$ cat config.mk
export PLATFORM = sky130hd
export DESIGN_NAME = qpsk_frame_mapper
export DESIGN_NICKNAME = d
export VERILOG_FILES = /design/src/rtl/qfm_pkg.sv /design/src/rtl/qfm_frame_counter.sv /design/src/rtl/qfm_lfsr.sv /design/src/rtl/qfm_text_bits.sv /design/src/rtl/qpsk_frame_mapper.sv
export SDC_FILE = /design/constraint.sdc
export NUM_CORES = 1
export LEC_CHECK = 0
export ABC_AREA = 0
export CORE_MARGIN = 2
export CORE_UTILIZATION = 57
export DETAILED_ROUTE_END_ITERATION = 10
export DONT_BUFFER_PORTS = 1
export HOLD_SLACK_MARGIN = 0.12
export PLACE_DENSITY = 0.8
export SETUP_SLACK_MARGIN = 0.4
export SYNTH_ARGS = -nofsm -noshare
export SYNTH_HDL_FRONTEND = slang
export SYNTH_SLANG_ARGS = --single-unit
$ cat constraint.sdc
create_clock -name clk -period 8 [get_ports clk]
set_clock_uncertainty 0.1 [all_clocks]
set_input_delay 0.4 -clock clk [delete_from_list [all_inputs] [get_ports clk]]
set_output_delay 0.4 -clock clk [all_outputs]
set_load 0.005 [all_outputs]
$ cat src/rtl/qfm_pkg.sv
// Package: frame geometry and fixed text shared by the frame mapper modules.
// Assumes a 200-bit frame with two bits per QPSK symbol.
package qfm_pkg;
    localparam int FRAME_SYMS   = 100;
    localparam int SYM_BITS     = 2;
    localparam int FRAME_BITS   = FRAME_SYMS * SYM_BITS;
    localparam int HDR_SYMS     = 13;
    localparam int HDR_BITS     = HDR_SYMS * SYM_BITS;
    localparam int CHAR_BITS    = 7;
    localparam int GREET_CHARS  = 12;
    localparam int DIGIT_CHARS  = 3;
    localparam int MSG_BITS     = (GREET_CHARS + DIGIT_CHARS) * CHAR_BITS;
    localparam int SYM_IDX_W    = $clog2(FRAME_SYMS);
    localparam int BIT_POS_W    = $clog2(FRAME_BITS);
    localparam logic [8*GREET_CHARS-1:0] GREETING = "Hello world ";
endpackage

$ cat src/rtl/qfm_frame_counter.sv
// Module: tracks the symbol position inside a frame and the two-digit BCD
// frame number (the hundreds digit is always zero).
// Assumes advance is high only on a completed symbol transfer.
module qfm_frame_counter
    import qfm_pkg::*;
(
    input  logic                 clk,
    input  logic                 rst_n,
    input  logic                 advance,
    output logic [SYM_IDX_W-1:0] sym_idx,
    output logic [3:0]           tens,
    output logic [3:0]           ones,
    output logic                 frame_last
);
    assign frame_last = (sym_idx == SYM_IDX_W'(FRAME_SYMS - 1));

    // Step the symbol index, and the frame number at the end of each frame.
    always_ff @(posedge clk) begin
        if (!rst_n) begin
            sym_idx <= '0;
            tens    <= '0;
            ones    <= '0;
        end else if (advance) begin
            if (frame_last) begin
                sym_idx <= '0;
                if (ones == 4'd9) begin
                    ones <= '0;
                    tens <= (tens == 4'd9) ? 4'd0 : tens + 4'd1;
                end else begin
                    ones <= ones + 4'd1;
                end
            end else begin
                sym_idx <= sym_idx + SYM_IDX_W'(1);
            end
        end
    end


    wrap_chk: assert property (@(posedge clk) disable iff (!rst_n)
        advance && frame_last |=> sym_idx == '0);

    digit_range_chk: assert property (@(posedge clk) disable iff (!rst_n)
        tens <= 4'd9 && ones <= 4'd9);
endmodule

$ cat src/rtl/qfm_lfsr.sv
// Module: Fibonacci LFSR that can advance zero, one or two steps per cycle.
// Each output bit is the XOR of the tapped state bits, which is then
// shifted into bit 0. out0 comes before out1 in the bit stream.
// Assumes a nonzero SEED and a reload that takes priority over stepping.
module qfm_lfsr #(
    parameter int            WIDTH = 7,
    parameter logic [WIDTH-1:0] TAPS = 7'h48,
    parameter logic [WIDTH-1:0] SEED = 7'h7F
) (
    input  logic       clk,
    input  logic       rst_n,
    input  logic       reload,
    input  logic [1:0] steps,
    output logic       out0,
    output logic       out1
);
    logic [WIDTH-1:0] state, state1, state2;

    // Look two steps ahead of the current state.
    always_comb begin
        out0   = ^(state & TAPS);
        state1 = {state[WIDTH-2:0], out0};
        out1   = ^(state1 & TAPS);
        state2 = {state1[WIDTH-2:0], out1};
    end

    // Load the seed or take the requested number of steps.
    always_ff @(posedge clk) begin
        if (!rst_n || reload) state <= SEED;
        else if (steps == 2'd1) state <= state1;
        else if (steps == 2'd2) state <= state2;
    end


    lfsr_nonzero_chk: assert property (@(posedge clk) disable iff (!rst_n)
        state != '0);
endmodule

$ cat src/rtl/qfm_text_bits.sv
// Module: returns one bit of the 15-character message for a payload position.
// Characters are 7-bit ASCII sent MSB first. The last three characters are
// '0' and the two BCD frame digits. Positions past the message return 0.
module qfm_text_bits
    import qfm_pkg::*;
(
    input  logic [BIT_POS_W-1:0] pay_pos,
    input  logic [3:0]           tens,
    input  logic [3:0]           ones,
    output logic                 txt_bit
);
    int         ci;
    int         bi;
    logic [7:0] ch;
    logic [2:0] bsel;

    // Find the character and the bit within it, then pick the bit.
    always_comb begin
        ci = int'(pay_pos) / CHAR_BITS;
        bi = int'(pay_pos) % CHAR_BITS;
        if (ci < GREET_CHARS)                 ch = GREETING[8*(GREET_CHARS-1-ci) +: 8];
        else if (ci == GREET_CHARS)           ch = 8'h30;
        else if (ci == GREET_CHARS + 1)       ch = {4'h3, tens};
        else if (ci == GREET_CHARS + 2)       ch = {4'h3, ones};
        else                                  ch = 8'h00;
        bsel    = 3'(CHAR_BITS - 1 - bi);
        txt_bit = ch[bsel];
    end
endmodule

$ cat src/rtl/qpsk_frame_mapper.sv
// Module: top of the QPSK frame builder. It assembles the Barker header, the
// text payload with the frame number and the LFSR filler, scrambles the
// payload and offers one Gray-coded sign pair per cycle over valid/ready.
// Assumes the consumer may stall for any number of cycles.
module qpsk_frame_mapper
    import qfm_pkg::*;
#(
    parameter logic [HDR_SYMS-1:0] BARKER   = 13'b1111100110101,
    parameter logic [6:0]          SCR_SEED = 7'h7F,
    parameter logic [15:0]         FIL_SEED = 16'hACE1
) (
    input  logic clk,
    input  logic rst_n,
    input  logic sym_ready,
    output logic sym_valid,
    output logic sym_sof,
    output logic sym_i_neg,
    output logic sym_q_neg
);
    logic                 fire, frame_last, in_hdr_sym, hdr_bit;
    logic [SYM_IDX_W-1:0] sym_idx;
    logic [3:0]           tens, ones;
    logic [1:0]           is_fill, is_msg, txt_bits, key, fil, data, lane_bit;
    logic [1:0]           scr_steps, fil_steps;
    logic [3:0]           hdr_sel;

    assign fire = sym_valid && sym_ready;

    // Offer symbols from the first edge after reset onwards.
    always_ff @(posedge clk) begin
        if (!rst_n) sym_valid <= 1'b0;
        else        sym_valid <= 1'b1;
    end

    qfm_frame_counter u_cnt (
        .clk(clk), .rst_n(rst_n), .advance(fire), .sym_idx(sym_idx),
        .tens(tens), .ones(ones), .frame_last(frame_last)
    );

    // Header lookup: element 0 of the Barker word sits at its MSB.
    assign in_hdr_sym = (sym_idx < SYM_IDX_W'(HDR_SYMS));
    assign hdr_sel    = in_hdr_sym ? 4'(HDR_SYMS - 1) - 4'(sym_idx) : 4'd0;
    assign hdr_bit    = BARKER[hdr_sel];

    for (genvar j = 0; j < SYM_BITS; j++) begin : g_lane
        logic [BIT_POS_W-1:0] fpos, ppos;
        assign fpos       = {sym_idx, 1'b0} | BIT_POS_W'(j);
        assign ppos       = fpos - BIT_POS_W'(HDR_BITS);
        assign is_msg[j]  = !in_hdr_sym && (ppos < BIT_POS_W'(MSG_BITS));
        assign is_fill[j] = !in_hdr_sym && !is_msg[j];
        qfm_text_bits u_txt (
            .pay_pos(ppos), .tens(tens), .ones(ones), .txt_bit(txt_bits[j])
        );
    end

    // Lane 1 takes the first filler bit when lane 0 still carries text.
    assign data[0] = is_msg[0] ? txt_bits[0] : fil[0];
    assign data[1] = is_msg[1] ? txt_bits[1] : (is_fill[0] ? fil[1] : fil[0]);
    assign fil_steps = fire ? {1'b0, is_fill[0]} + {1'b0, is_fill[1]} : 2'd0;
    assign scr_steps = (fire && !in_hdr_sym) ? 2'd2 : 2'd0;

    qfm_lfsr #(.WIDTH(16), .TAPS(16'hB400), .SEED(FIL_SEED)) u_fill (
        .clk(clk), .rst_n(rst_n), .reload(1'b0), .steps(fil_steps),
        .out0(fil[0]), .out1(fil[1])
    );

    qfm_lfsr #(.WIDTH(7), .TAPS(7'h48), .SEED(SCR_SEED)) u_scr (
        .clk(clk), .rst_n(rst_n), .reload(fire && frame_last), .steps(scr_steps),
        .out0(key[0]), .out1(key[1])
    );

    // Scramble payload bits, pass header bits, map to sign pairs.
    assign lane_bit  = in_hdr_sym ? {hdr_bit, hdr_bit} : (data ^ key);
    assign sym_i_neg = lane_bit[0];
    assign sym_q_neg = lane_bit[1];
    assign sym_sof   = sym_valid && (sym_idx == '0);


    hold_chk: assert property (@(posedge clk) disable iff (!rst_n)
        sym_valid && !sym_ready |=> sym_valid && $stable({sym_sof, sym_i_neg, sym_q_neg}));

    valid_start_chk: assert property (@(posedge clk) disable iff (!rst_n)
        $rose(sym_valid) |-> sym_sof);

    header_pair_chk: assert property (@(posedge clk) disable iff (!rst_n)
        sym_valid && in_hdr_sym |-> sym_i_neg == sym_q_neg);

    valid_stay_chk: assert property (@(posedge clk) disable iff (!rst_n)
        sym_valid |=> sym_valid);
endmodule

==> results, run 1 <==
- The transition time at the pin with the least slew margin is 0.936 ns.
- The net switching power of the design is 0.140 mW.
- Clock-pin slew was measured on the worst setup and hold paths at 0.07 ns.
- The predominant post-synthesis flop cell is sky130_fd_sc_hd__dfxtp_1.
- Measured on the finished design, the core utilization comes to 63.6%.
- Max-cap violations in this run came to 0.
- For flop-to-flop paths, the worst setup slack is 3.94 ns.
- In this run the tightest slew margin relative to its limit is 37.1%.
- The number of endpoints with negative hold slack in the final report came to 0.
- The sequential cell area in the final layout is 785 um2.
- The iteration-0 DRC count of the detailed router is 374.
- The placer's final routability congestion estimate is 1.01.
- The power density over cell area is 92.0 mW/mm2.
- The total clock buffers created by CTS is 5.
- Cells with a size suffix above 1 make up 13.4% of the layout.
- For this design the static power due to leakage is 1.93 nW.
- The routed length per instance is 18.5 um.
- Counting instances, the worst hold path has a depth of 1.
- The run finished with clean final reports.
- Wires add up to 13.4 mm.
- Of the total power, the clock network draws 31.1%.
- The capture point of the worst reg-to-reg path is u_fill.state[13]$_SDFFE_PN1P_.
- The maximum buffer depth of the clock tree is 2.
- The maximum VDD drop is 0.191 mV.
- Among all stages on the critical path, the largest delay is contributed by sky130_fd_sc_hd__or4_1.
- 7 I/O pins were placed.
- The library cell used most frequently in the layout, excluding fill and tap cells, is sky130_fd_sc_hd__nand2_1.
- The post-detailed-placement half-perimeter wirelength is 9.80 mm.
- The capture endpoint of the worst hold path is u_cnt.tens[2]$_SDFFE_PN0P_.
- The number of synthesized flops with an enable pin is 0.
- Setup repair after global routing left no endpoint under its margin.
- The floorplan step set the die width to 94.3 um.
- The cell area that synthesis handed to floorplanning was 0.00465 mm2.
- The share of synthesized flip-flops with an asynchronous set or reset is 0%.
- The maximum frequency from static timing analysis is 0.138 GHz.
- In the final design database the tool counted 638 nets.
- The via count of the first global-routing pass came to 4,570.
- The top cell types in the final layout, fill and taps aside, are sky130_fd_sc_hd__nand2_1 (86), sky130_fd_sc_hd__nor2_1 (46), sky130_fd_sc_hd__dfxtp_1 (36).
- The startpoint identified for the worst hold timing path is rst_n.
- The insertion delay to the later sink of the worst-skew pair is 0.29 ns.
- The first-pass GRT wire length is 22.4 mm.
- The type of destination of the critical path is an output pin.
- The count of antenna-violating nets left after detailed routing is 0.
- The clock tree synthesis step divided the H-tree into 2 levels.
- The share of the yosys chip area belonging to registers is 16.8%.
- Prior to clock tree synthesis, the placed netlist has a worst setup slack of 0.291 ns.
- Of the available clock period, the critical path in the final layout requires 90.5%.
- The path class of the lowest-slack min-delay path is input pin to register.
- The number of different library cells used by synthesis comes to 92.
- The number of inserted diodes is 0.
- Counting flops and latches in the post-synthesis netlist gives 39.
- The floorplan step defined a core boundary enclosing 0.00781 mm2.
- A synthesized cell averages 7.40 um2.
- The floorplan step set the die height to 94.3 um.
- The all-layer global routing usage is 30.8%.
- Synthesis produced 628 cells.
- The setup path with the least slack is of type register to output pin.
- Entering global routing, the biggest net connects 26 pins.
- The growth of design area from synthesis to finish is 6.73%.
- The launch point of the worst reg-to-reg path is u_cnt.sym_idx[0]$_SDFFE_PN0P_.
- The switching part of the total power is 30.6%.
- In the routed layout, each cell is associated on average with a via count of 6.90.
- The TritonCTS sink count is 39.
- The cell row count is 32.
- For this run, design rule violations remaining after detail routing come to 0.
- The initial antenna violation count was 0.
- The maximum net fanout on the critical path is 15.
- In this design, the stage delay of the slowest critical-path cell is 0.52 ns.
- The tree is rooted in a sky130_fd_sc_hd__clkbuf_8.
- Internal power comes to 0.317 mW.
- Setup total negative slack on the finished layout was measured at 0 ns.
- The smallest setup slack after layout is 0.760 ns.
- The Yosys step of the flow raised 0 warnings.
- The final setup violation count is 0.
- The worst setup path is launched from a register.
- The area enclosed by the die boundary is 0.00890 mm2.
- The proportion of power drawn by flip-flops and latches is 43.0%.
- The pre-antenna-repair detailed-routing pass consisted of 5 iterations.
- The fill cell instance count of the final layout is 715.
- TritonCTS built the clock tree.
- For this block, the via count after detailed routing is 4,986.
- Input and output buffers added on the ports amount to 0.
- Summing all multi-input logic gate instances after layout gives 0.00372 mm2.
- The synthesized netlist net count is 646.
- The required arrival time at the worst endpoint is 7.50 ns.
- The power share of the combinational group is 25.9%.
- For the worst setup path, the data arrival time is 6.74 ns.
- The total overflow left after global routing is 0.
- The worst register-to-register path has a depth of 14.
- The final number of max-transition violations came to 0.
- The timing startpoint of the critical path is u_cnt.sym_idx[1]$_SDFFE_PN0P_.
- The time the worst path needs with I/O delays and setup is 7.24 ns.
- For this configuration, the core starts out at a cell density of 59.6%.
-- layer usage --
layer / share of wire [%] / GRT usage (%)
met5: 0 / 0
met3: 7.9 / 3.45
met2: 48 / 51.6
met1: 41 / 40.4
met4: 3.6 / 12.6
-- per-stage QoR --
step                      hold WS [ns]  std cells  area (um2)  power (mW)
after floorplan                  0.328        628        4650       0.291
after global placement           0.330        711        4690       0.303
after detailed placement         0.331        711        4690       0.308
after CTS                        0.128        721        4840       0.450
after global routing             0.126        723        4960       0.478
final                            0.129        723        4960       0.457
-- power groups by stage --
stage          clock network (mW)  registers (mW)  logic [mW]
3_3_place_gp                    0           0.201       0.102
2_1_floorplan                   0           0.201      0.0902
5_1_grt                     0.151           0.196       0.131
3_5_place_dp                    0           0.201       0.107
4_1_cts                     0.145           0.196       0.109
6_report                    0.142           0.196       0.118
-- registers in the layout, indices dropped and copies added (netlist names) --
register / count
u_cnt.ones: 4
u_fill.state: 16
u_cnt.tens: 4
sym_valid: 1
u_scr.state: 7
u_cnt.sym_idx: 7
-- cells by family (layout without fill, tap and decap cells) --
kind of cell               count (synthesis)  in the layout  share of synthesized area [%]
muxes                                     31             31                           6.92
buffers and inverters                     53             46                           5.92
and+or+nand+nor                          272            272                           29.7
adders and majority gates                 16             16                           4.25
DFF                                       39             39                           16.8
xor gates and xnor gates                  30             30                           6.22
AOI/OAI and AO/OA                        187            187                           30.2
-- critical path, delay by kind of cell (launching register included) --
| family | cells | cell delay (ns) |
|---|---|---|
| buffers and inverters | 4 | 0.56 |
| flip-flops | 1 | 0.42 |
| AO/OA/AOI/OAI | 7 | 1.73 |
| adder cells (fa/ha/maj) | 4 | 1.09 |
| multiplexers | 2 | 0.20 |
| AND/OR/NAND/NOR | 10 | 2.22 |
| XOR/XNOR | 1 | 0.23 |
-- final cells by class --
class,count,share of cell area (%)
multi-input combinational,536,75.1
tap,102,2.57
sequential,39,15.8
timing repair buffer,20,3.08
inverter,18,1.46
clock buffer,8,2.02
-- worst max path at each step --
| stage | endpoint | slack, ns |
|---|---|---|
| after global placement | sym_q_neg | 0.56 |
| after detailed placement | sym_q_neg | 0.29 |
| after CTS | sym_q_neg | 0.40 |
| final | sym_q_neg | 0.76 |
| after global routing | sym_q_neg | 0.40 |
| after floorplan | sym_q_neg | 0.67 |
-- timing repair --
action | 4_1_cts | 5_1_grt
endpoints found under the setup margin | 2 | 2
setup buffers | 1 | 2
hold buffers | 1 | 0
resized for setup | 7 | 26
pin swaps | 2 | 2
hold endpoints to repair | 9 | 0
-- Yosys cell counts (13+ instances only) --
library cell | n | area (um2)
sky130_fd_sc_hd__nor3_1 | 21 | 105
sky130_fd_sc_hd__and2_1 | 26 | 163
sky130_fd_sc_hd__xnor2_1 | 21 | 184
sky130_fd_sc_hd__o211ai_1 | 13 | 97.6
sky130_fd_sc_hd__mux2i_1 | 22 | 220
sky130_fd_sc_hd__dfxtp_1 | 39 | 781
sky130_fd_sc_hd__nand3_1 | 23 | 115
sky130_fd_sc_hd__inv_1 | 14 | 52.6
sky130_fd_sc_hd__nor2_1 | 49 | 184
sky130_fd_sc_hd__a21oi_1 | 31 | 155
sky130_fd_sc_hd__ha_1 | 15 | 188
sky130_fd_sc_hd__o21ai_0 | 33 | 165
sky130_fd_sc_hd__nand2_1 | 86 | 323
Power figures use the tool's default switching activity.
==> run 2, diff against run 1 <==
--- a/config.mk
+++ b/config.mk
@@ -6,6 +6,7 @@
 export NUM_CORES = 1
 export LEC_CHECK = 0
 export ABC_AREA = 0
+export CORE_ASPECT_RATIO = 0.8
 export CORE_MARGIN = 2
 export CORE_UTILIZATION = 57
 export DETAILED_ROUTE_END_ITERATION = 10
==> results, run 2 (synthesized netlist as in run 1, its figures left out) <==
- The post-detailed-route DRC marker count is 0.
- The routed layout has 5,012 vias.
- The number of flip-flops in the largest register is 16.
- In the final layout, the registers with the most flip-flops are u_fill.state (16), u_cnt.sym_idx (7), u_scr.state (7).
- The placer's final routability congestion estimate is 1.00.
- The number of iterations in the first detailed-routing pass is 6.
- The transition time at the pin with the least slew margin is 1.11 ns.
- The all-layer global routing usage is 30.3%.
- The path class of the lowest-slack min-delay path is input pin to register.
- The clock-pin slew on the worst setup and hold paths is 0.08 ns.
- TritonCTS built the clock tree.
- Once the floorplan was initialized, standard cells occupied 58.8% of the core.
- The final number of max-transition violations came to 0.
- The type of destination of the critical path is an output pin.
- The tool flagged a number of max-cap violations equal to 0.
- The die covers 0.00890 mm2.
- The path type of the worst setup path is register to output pin.
- The time the worst path needs with I/O delays and setup is 7.38 ns.
- Clock tree synthesis found a total of 39 sinks.
- The most common cell after layout, fill and taps aside is sky130_fd_sc_hd__nand2_1.
- The final worst-path cycle share is 92.2%.
- In the routed layout, each cell is associated on average with a via count of 6.85.
- The tree is rooted in a sky130_fd_sc_hd__clkbuf_8.
- CTS built an H-tree with a depth of 2.
- The register with the most flip-flops in the final layout is u_fill.state.
- The fraction of final layout cells with drive strength greater than 1 is 13.6%.
- The number of antenna diodes in the final layout is 0.
- The category of the worst setup path launch point is a register.
- The biggest cell delay along the critical path is 0.40 ns.
- The post-detailed-placement half-perimeter wirelength is 9.74 mm.
- The routed length per instance is 18.8 um.
- The maximum VDD drop is 0.105 mV.
- The largest net degree at the start of global routing is 26.
- The total clock buffers created by CTS is 5.
- Once detail routing completed, the nets flagged for antenna violations numbered 0.
- In this run the vertical extent of the chip is 84.8 um.
- The wire length reported by the detailed router is 13.8 mm.
- The power density over cell area is 94.0 mW/mm2.
- The slowest cell on the critical path is sky130_fd_sc_hd__and4bb_4.
- Port buffering added 0 buffers.
- The number of endpoints with negative hold slack in the final report is 0.
- The clock reaches the later pin of the worst-skew pair after 0.29 ns.
- The maximum net fanout on the critical path is 24.
- The first-pass GRT wire length is 22.2 mm.
- The flow ran to the end, and the final reports show no timing, DRC or antenna violations.
- The library cells used most frequently in the layout, excluding fill and tap cells, are sky130_fd_sc_hd__nand2_1 (86), sky130_fd_sc_hd__nor2_1 (46), sky130_fd_sc_hd__dfxtp_1 (36).
- The initial antenna violation count is 0.
- STA puts the critical path data required time at 7.50 ns.
- The top-level port count is 7.
- Static timing analysis puts the maximum clock frequency at 0.136 GHz.
- Measured against its own limit, the worst slew margin works out to 25.1%.
- The leakage power summed over all cells is 1.94 nW.
- The number of nets at the end of the flow is 641.
- In this run, the number of DRC markers left after iteration 0 of detailed routing was 597.
- The cell row count is 29.
- The via count of the first global-routing pass is 4,395.
- Setup violations remaining at the end of the flow were counted as 0.
- The accumulated negative setup slack is 0 ns.
- Measured along the x axis, the die boundary spans 105 um.
- Setup repair after global routing left no endpoint under its margin.
- On the final layout, the worst hold slack is 0.124 ns.
- The total grt overflow is 0.
- The area growth from synthesis to layout is 7.94%.
- The register-to-register setup slack is 3.88 ns.
- The total core area is 0.00791 mm2.
- STA puts the critical path data arrival time at 6.88 ns.
- The maximum buffer depth of the clock tree is 2.
==> run 2: cell types whose count changed in the layout (fill, tap and decap cells not counted), sizes merged <==
cell | previous run | this run
and4bb | 1 | 2
clkinvlp | 1 | 2
inv | 15 | 16
clkbuf | 8 | 7
clkinv | 2 | 1
dlygate4sd3 | 1 | 3
==> run 2: critical path: cells and delay by family (launching register included) <==
family / cells / cell delay (ns)
compound gates: 10 / 2.62
fa+ha+maj: 3 / 0.71
buf+inv: 4 / 0.67
flops: 1 / 0.32
mux: 2 / 0.20
simple gates: 10 / 2.06
==> run 2: worst paths after layout <==
| check | depth (start not counted) | end | from |
|---|---|---|---|
| min | 1 | u_cnt.ones[0]$_SDFFE_PN0P_ | rst_n |
| max reg2reg | 14 | u_fill.state[11]$_SDFFE_PN1P_ | u_cnt.sym_idx[0]$_SDFFE_PN0P_ |
| max | 29 | sym_q_neg | u_cnt.sym_idx[0]$_SDFFE_PN0P_ |
| min reg2reg | 2 | u_scr.state[2]$_SDFFE_PP1P_ | u_scr.state[0]$_SDFFE_PP1P_ |
==> run 2: where the power goes <==
part           switching (mW)  internal [mW]
clock network          0.0730         0.0785
logic                  0.0779         0.0464
registers             0.00134          0.195
total                   0.152          0.320
==> run 2: what timing repair did <==
action                                  in CTS  in global routing
gates cloned                                 0                  1
endpoints found under the setup margin       2                  2
gates resized for setup                     10                 24
hold buffers                                 2                  1
pin swaps                                    3                  4
endpoints found under the hold margin       12                  1
buffers inserted                             3                  6
==> run 2: area by class of cell <==
cell class / instances / area [um2]
clock buffer: 7 / 96.3
sequential: 39 / 785
multi-input combinational: 537 / 3750
clock inverter: 1 / 7.51
tap: 108 / 135
fill: 719 / 2890
inverter: 18 / 73.8
timing repair buffer: 22 / 173
==> run 2: routing by layer <==
metal	GRT usage, %	share of wire, %	vias to the layer above
met5	0	0	-
li1	-	-	2328
met1	45.1	43	2268
met3	5.67	12	55
met2	45.3	43	361
met4	6.30	2.2	0
==> run 2: stage by stage <==
step	setup WS, ns	cells	util, %	instance area (um2)	power (mW)
floorplan	0.667	628	-	4650	0.291
global placement	0.429	711	58.8	4650	0.303
detailed placement	0.217	711	58.8	4650	0.307
CTS	0.429	724	61.2	4840	0.460
global route	0.352	732	63.4	5020	0.490
finish	0.622	732	63.4	5020	0.472
==> run 3, diff against run 2 <==
--- a/config.mk
+++ b/config.mk
@@ -5,7 +5,7 @@
 export SDC_FILE = /design/constraint.sdc
 export NUM_CORES = 1
 export LEC_CHECK = 0
-export ABC_AREA = 0
+export ABC_AREA = 1
 export CORE_ASPECT_RATIO = 0.8
 export CORE_MARGIN = 2
 export CORE_UTILIZATION = 57
@@ -14,6 +14,7 @@
 export HOLD_SLACK_MARGIN = 0.12
 export PLACE_DENSITY = 0.8
 export SETUP_SLACK_MARGIN = 0.4
+export SKIP_CTS_REPAIR_TIMING = 1
 export SYNTH_ARGS = -nofsm -noshare
 export SYNTH_HDL_FRONTEND = slang
 export SYNTH_SLANG_ARGS = --single-unit
==> results, run 3 <==
- sky130_fd_sc_hd__nand2_1 takes more of the synthesized area than any other cell.
- The tightest hold path in the finished design has a slack of 0.128 ns.
- The number of endpoints with negative hold slack in the final report came to 0.
- Measured along the y axis, the die boundary spans 83.0 um.
- The post-detailed-placement half-perimeter wirelength is 8.59 mm.
- Summing all multi-input logic gate instances after layout gives 0.00309 mm2.
- Setup repair after global routing left no endpoint under its margin.
- The count of antenna-violating nets left after detailed routing is 0.
- The type of destination of the critical path is an output pin.
- In this run the number of H-tree levels came out at 2.
- The fill cell instance count of the final layout is 746.
- The floorplan step defined a core boundary enclosing 0.00750 mm2.
- The largest registers in the layout are u_fill.state (16), u_cnt.sym_idx (7), u_scr.state (7).
- The tree is rooted in a sky130_fd_sc_hd__clkbuf_8.
- Synthesis instantiated 49 different standard cells from the library.
- The path class of the lowest-slack min-delay path is input pin to register.
- The library cell used most frequently in the layout, excluding fill and tap cells, is sky130_fd_sc_hd__nand2_1.
- The via count of the first global-routing pass was 4,191.
- The biggest cell delay along the critical path is 0.43 ns.
- The die is 103 um wide.
- The maximum buffer depth of the clock tree is 2.
- The fraction of final layout cells with drive strength greater than 1 is 12.8%.
- TritonCTS built the clock tree.
- 0 antenna diodes ended up in the layout.
- Sorting the synthesized cells by area gives the leading types as sky130_fd_sc_hd__nand2_1 (18%), sky130_fd_sc_hd__dfxtp_1 (18%), sky130_fd_sc_hd__inv_1 (8.5%), sky130_fd_sc_hd__nand3_1 (7.6%), sky130_fd_sc_hd__o21ai_0 (5.6%).
- In the final layout, flip-flops and latches occupy 782 um2.
- In the synthesized netlist the dominant register cell turns out to be sky130_fd_sc_hd__dfxtp_1.
- The iteration-0 DRC count of the detailed router is 316.
- The effective utilization at floorplan is 59.4%.
- The required arrival time at the worst endpoint is 7.50 ns.
- The share of the yosys chip area belonging to registers is 17.5%.
- The first global-routing pass estimated 19.0 mm of wire.
- The total clock buffers created by CTS is 5.
- The category of the worst setup path launch point is a register.
- The all-layer global routing usage is 26.7%.
- The final setup violation count is 0.
- For this design the top-level I/O count stands at 7.
- Yosys mapped a number of flops with a built-in enable equal to 0.
- The number of flip-flops in the largest register is 16.
- The top register by number of flip-flops is u_fill.state.
- During placement, the flow inserted port buffers numbering 0.
- For this run, asynchronously set or reset flops after synthesis account for 0%.
- The worst slew slack as a fraction of its limit is 49.1%.
- The final layout contains routed wiring with a total length of 10.9 mm.
- The number of violations of the max-capacitance limit is 0.
- The most common cell type on the critical path is sky130_fd_sc_hd__nand2_1.
- The number of nets at the end of the flow is 756.
- The proportion of netlist area held by the largest area contributor is 18.2%.
- The total grt overflow is 0.
- During synthesis, Yosys emitted a total of 0 warnings.
- The post-detailed-route DRC marker count is 0.
- Among all cell types in the netlist, the one instantiated most often is sky130_fd_sc_hd__nand2_1.
- The synthesized netlist occupies a cell area of 0.00445 mm2.
- Power spread over the standard cell area amounts to 104 mW/mm2.
- The path type of the worst setup path is register to output pin.
- Setup total negative slack on the finished layout was measured at 0 ns.
- The insertion delay to the later sink of the worst-skew pair is 0.29 ns.
- A synthesized cell averages 5.95 um2.
- The placer's final routability congestion estimate is 0.963.
- The synthesized netlist net count is 766.
- Based on the critical path, the design can be clocked at up to 0.144 GHz.
- After synthesis the netlist holds a flip-flop and latch count of 39.
- The initial antenna violation count is 0.
- In this run the worst path has a maximum fanout of 15.
- Synthesis handed over a netlist of 748 instances.
- Across the VDD grid, the largest voltage drop is 0.109 mV.
- The final number of max-transition violations is 0.
- The number of iterations in the first detailed-routing pass is 5.
- The area enclosed by the die boundary is 0.00854 mm2.
- By count the netlist is led by sky130_fd_sc_hd__nand2_1 (216), sky130_fd_sc_hd__inv_1 (101), sky130_fd_sc_hd__nand3_1 (68).
- Entering global routing, the biggest net connects 30 pins.
- The clock net in this run drives a total of 39 sinks.
- The clock-pin slew on the worst setup and hold paths is 0.07 ns.
- The transition time at the pin with the least slew margin is 0.764 ns.
- The total power draw is 0.473 mW.
- The routed length per instance is 13.0 um.
- The cell row count is 28.
- The flow ran to the end, and the final reports show no timing, DRC or antenna violations.
- For this block, the via count after detailed routing is 4,650.
- Leaving out fill and tap cells, the most frequent cells in the layout are sky130_fd_sc_hd__nand2_1 (215), sky130_fd_sc_hd__inv_1 (101), sky130_fd_sc_hd__nand3_1 (67).
- Subtracting the final worst setup slack from the clock period gives 6.93 ns.
- Of the available clock period, the critical path in the final layout requires 86.6%.
- The average vias per placed instance is 5.52.
- The leakage power summed over all cells is 2.41 nW.
- Data on the critical path arrives at its endpoint at 6.43 ns.
- The slowest cell on the critical path is sky130_fd_sc_hd__dfxtp_2.
- The area growth from synthesis to layout is 2.45%.
## run 3: cell types whose count changed after synthesis, moves of 12 or more
cell | previous run | this run
sky130_fd_sc_hd__nor2b_1 | 12 | 0
sky130_fd_sc_hd__and2_1 | 26 | 0
sky130_fd_sc_hd__mux2i_1 | 22 | 0
sky130_fd_sc_hd__nand2_2 | 1 | 26
sky130_fd_sc_hd__nand3_1 | 23 | 68
sky130_fd_sc_hd__a21o_1 | 12 | 0
sky130_fd_sc_hd__nand2_1 | 86 | 216
sky130_fd_sc_hd__inv_1 | 14 | 101
sky130_fd_sc_hd__o21ai_0 | 33 | 50
sky130_fd_sc_hd__xnor2_1 | 21 | 6
sky130_fd_sc_hd__nand3_2 | 0 | 15
## run 3: critical path, delay by kind of cell, from the launching register on
kind / cells / cell delay, ns
AO/OA/AOI/OAI: 1 / 0.12
adder cells (fa/ha/maj): 5 / 1.35
buffers and inverters: 8 / 0.66
flip-flops: 1 / 0.43
AND/OR/NAND/NOR: 32 / 3.55
## run 3: path summary, 6_finish.rpt
check	startpoint	end	slack, ns	depth (start not counted)
setup / recovery	u_cnt.sym_idx[0]$_SDFFE_PN0P_	sym_i_neg	1.07	46
hold / removal	rst_n	u_cnt.ones[2]$_SDFFE_PN0P_	0.13	2
setup reg to reg	u_cnt.sym_idx[0]$_SDFFE_PN0P_	u_fill.state[3]$_SDFFE_PN0P_	3.78	24
hold reg to reg	u_scr.state[4]$_SDFFE_PP1P_	u_scr.state[4]$_SDFFE_PP1P_	0.36	2
## run 3: logic make-up after synthesis
group	share of synthesized area [%]
xor+xnor	3.12
compound gates	14.4
fa+ha+maj	4.22
buf+inv	13.6
simple gates	47.1
flops	17.5
## run 3: area by class of cell
type	instances	share of cell area, %
clock buffers	6	1.59
repair buffers	1	0.220
well taps	105	2.88
multi-input cells	569	67.8
flip-flops and latches	39	17.2
inverters	122	10.4
## run 3: power breakdown
| part | total, mW | switching [mW] | internal, mW |
|---|---|---|---|
| clock | 0.120 | 0.0624 | 0.0581 |
| sequential | 0.197 | 0.00177 | 0.195 |
| combinational | 0.156 | 0.107 | 0.0491 |
## run 3: metrics by stage
step	utilization (%)	std cells	area [um2]	setup slack [ns]
4_1_cts	60.3	841	4520	0.713
6_report	60.8	842	4560	1.07
5_1_grt	60.8	842	4560	0.398
2_1_floorplan	-	748	4450	1.95
3_5_place_dp	59.3	835	4450	1.04
3_3_place_gp	59.3	835	4450	1.34
## run 3: layer usage
layer | track usage (%) | part of all wire (%) | vias to the layer above
met5 | 0 | 0 | -
met4 | 3.71 | 0.87 | 0
met3 | 4.12 | 6.1 | 14
met2 | 41.0 | 44 | 156
met1 | 40.0 | 49 | 2086
li1 | - | - | 2394
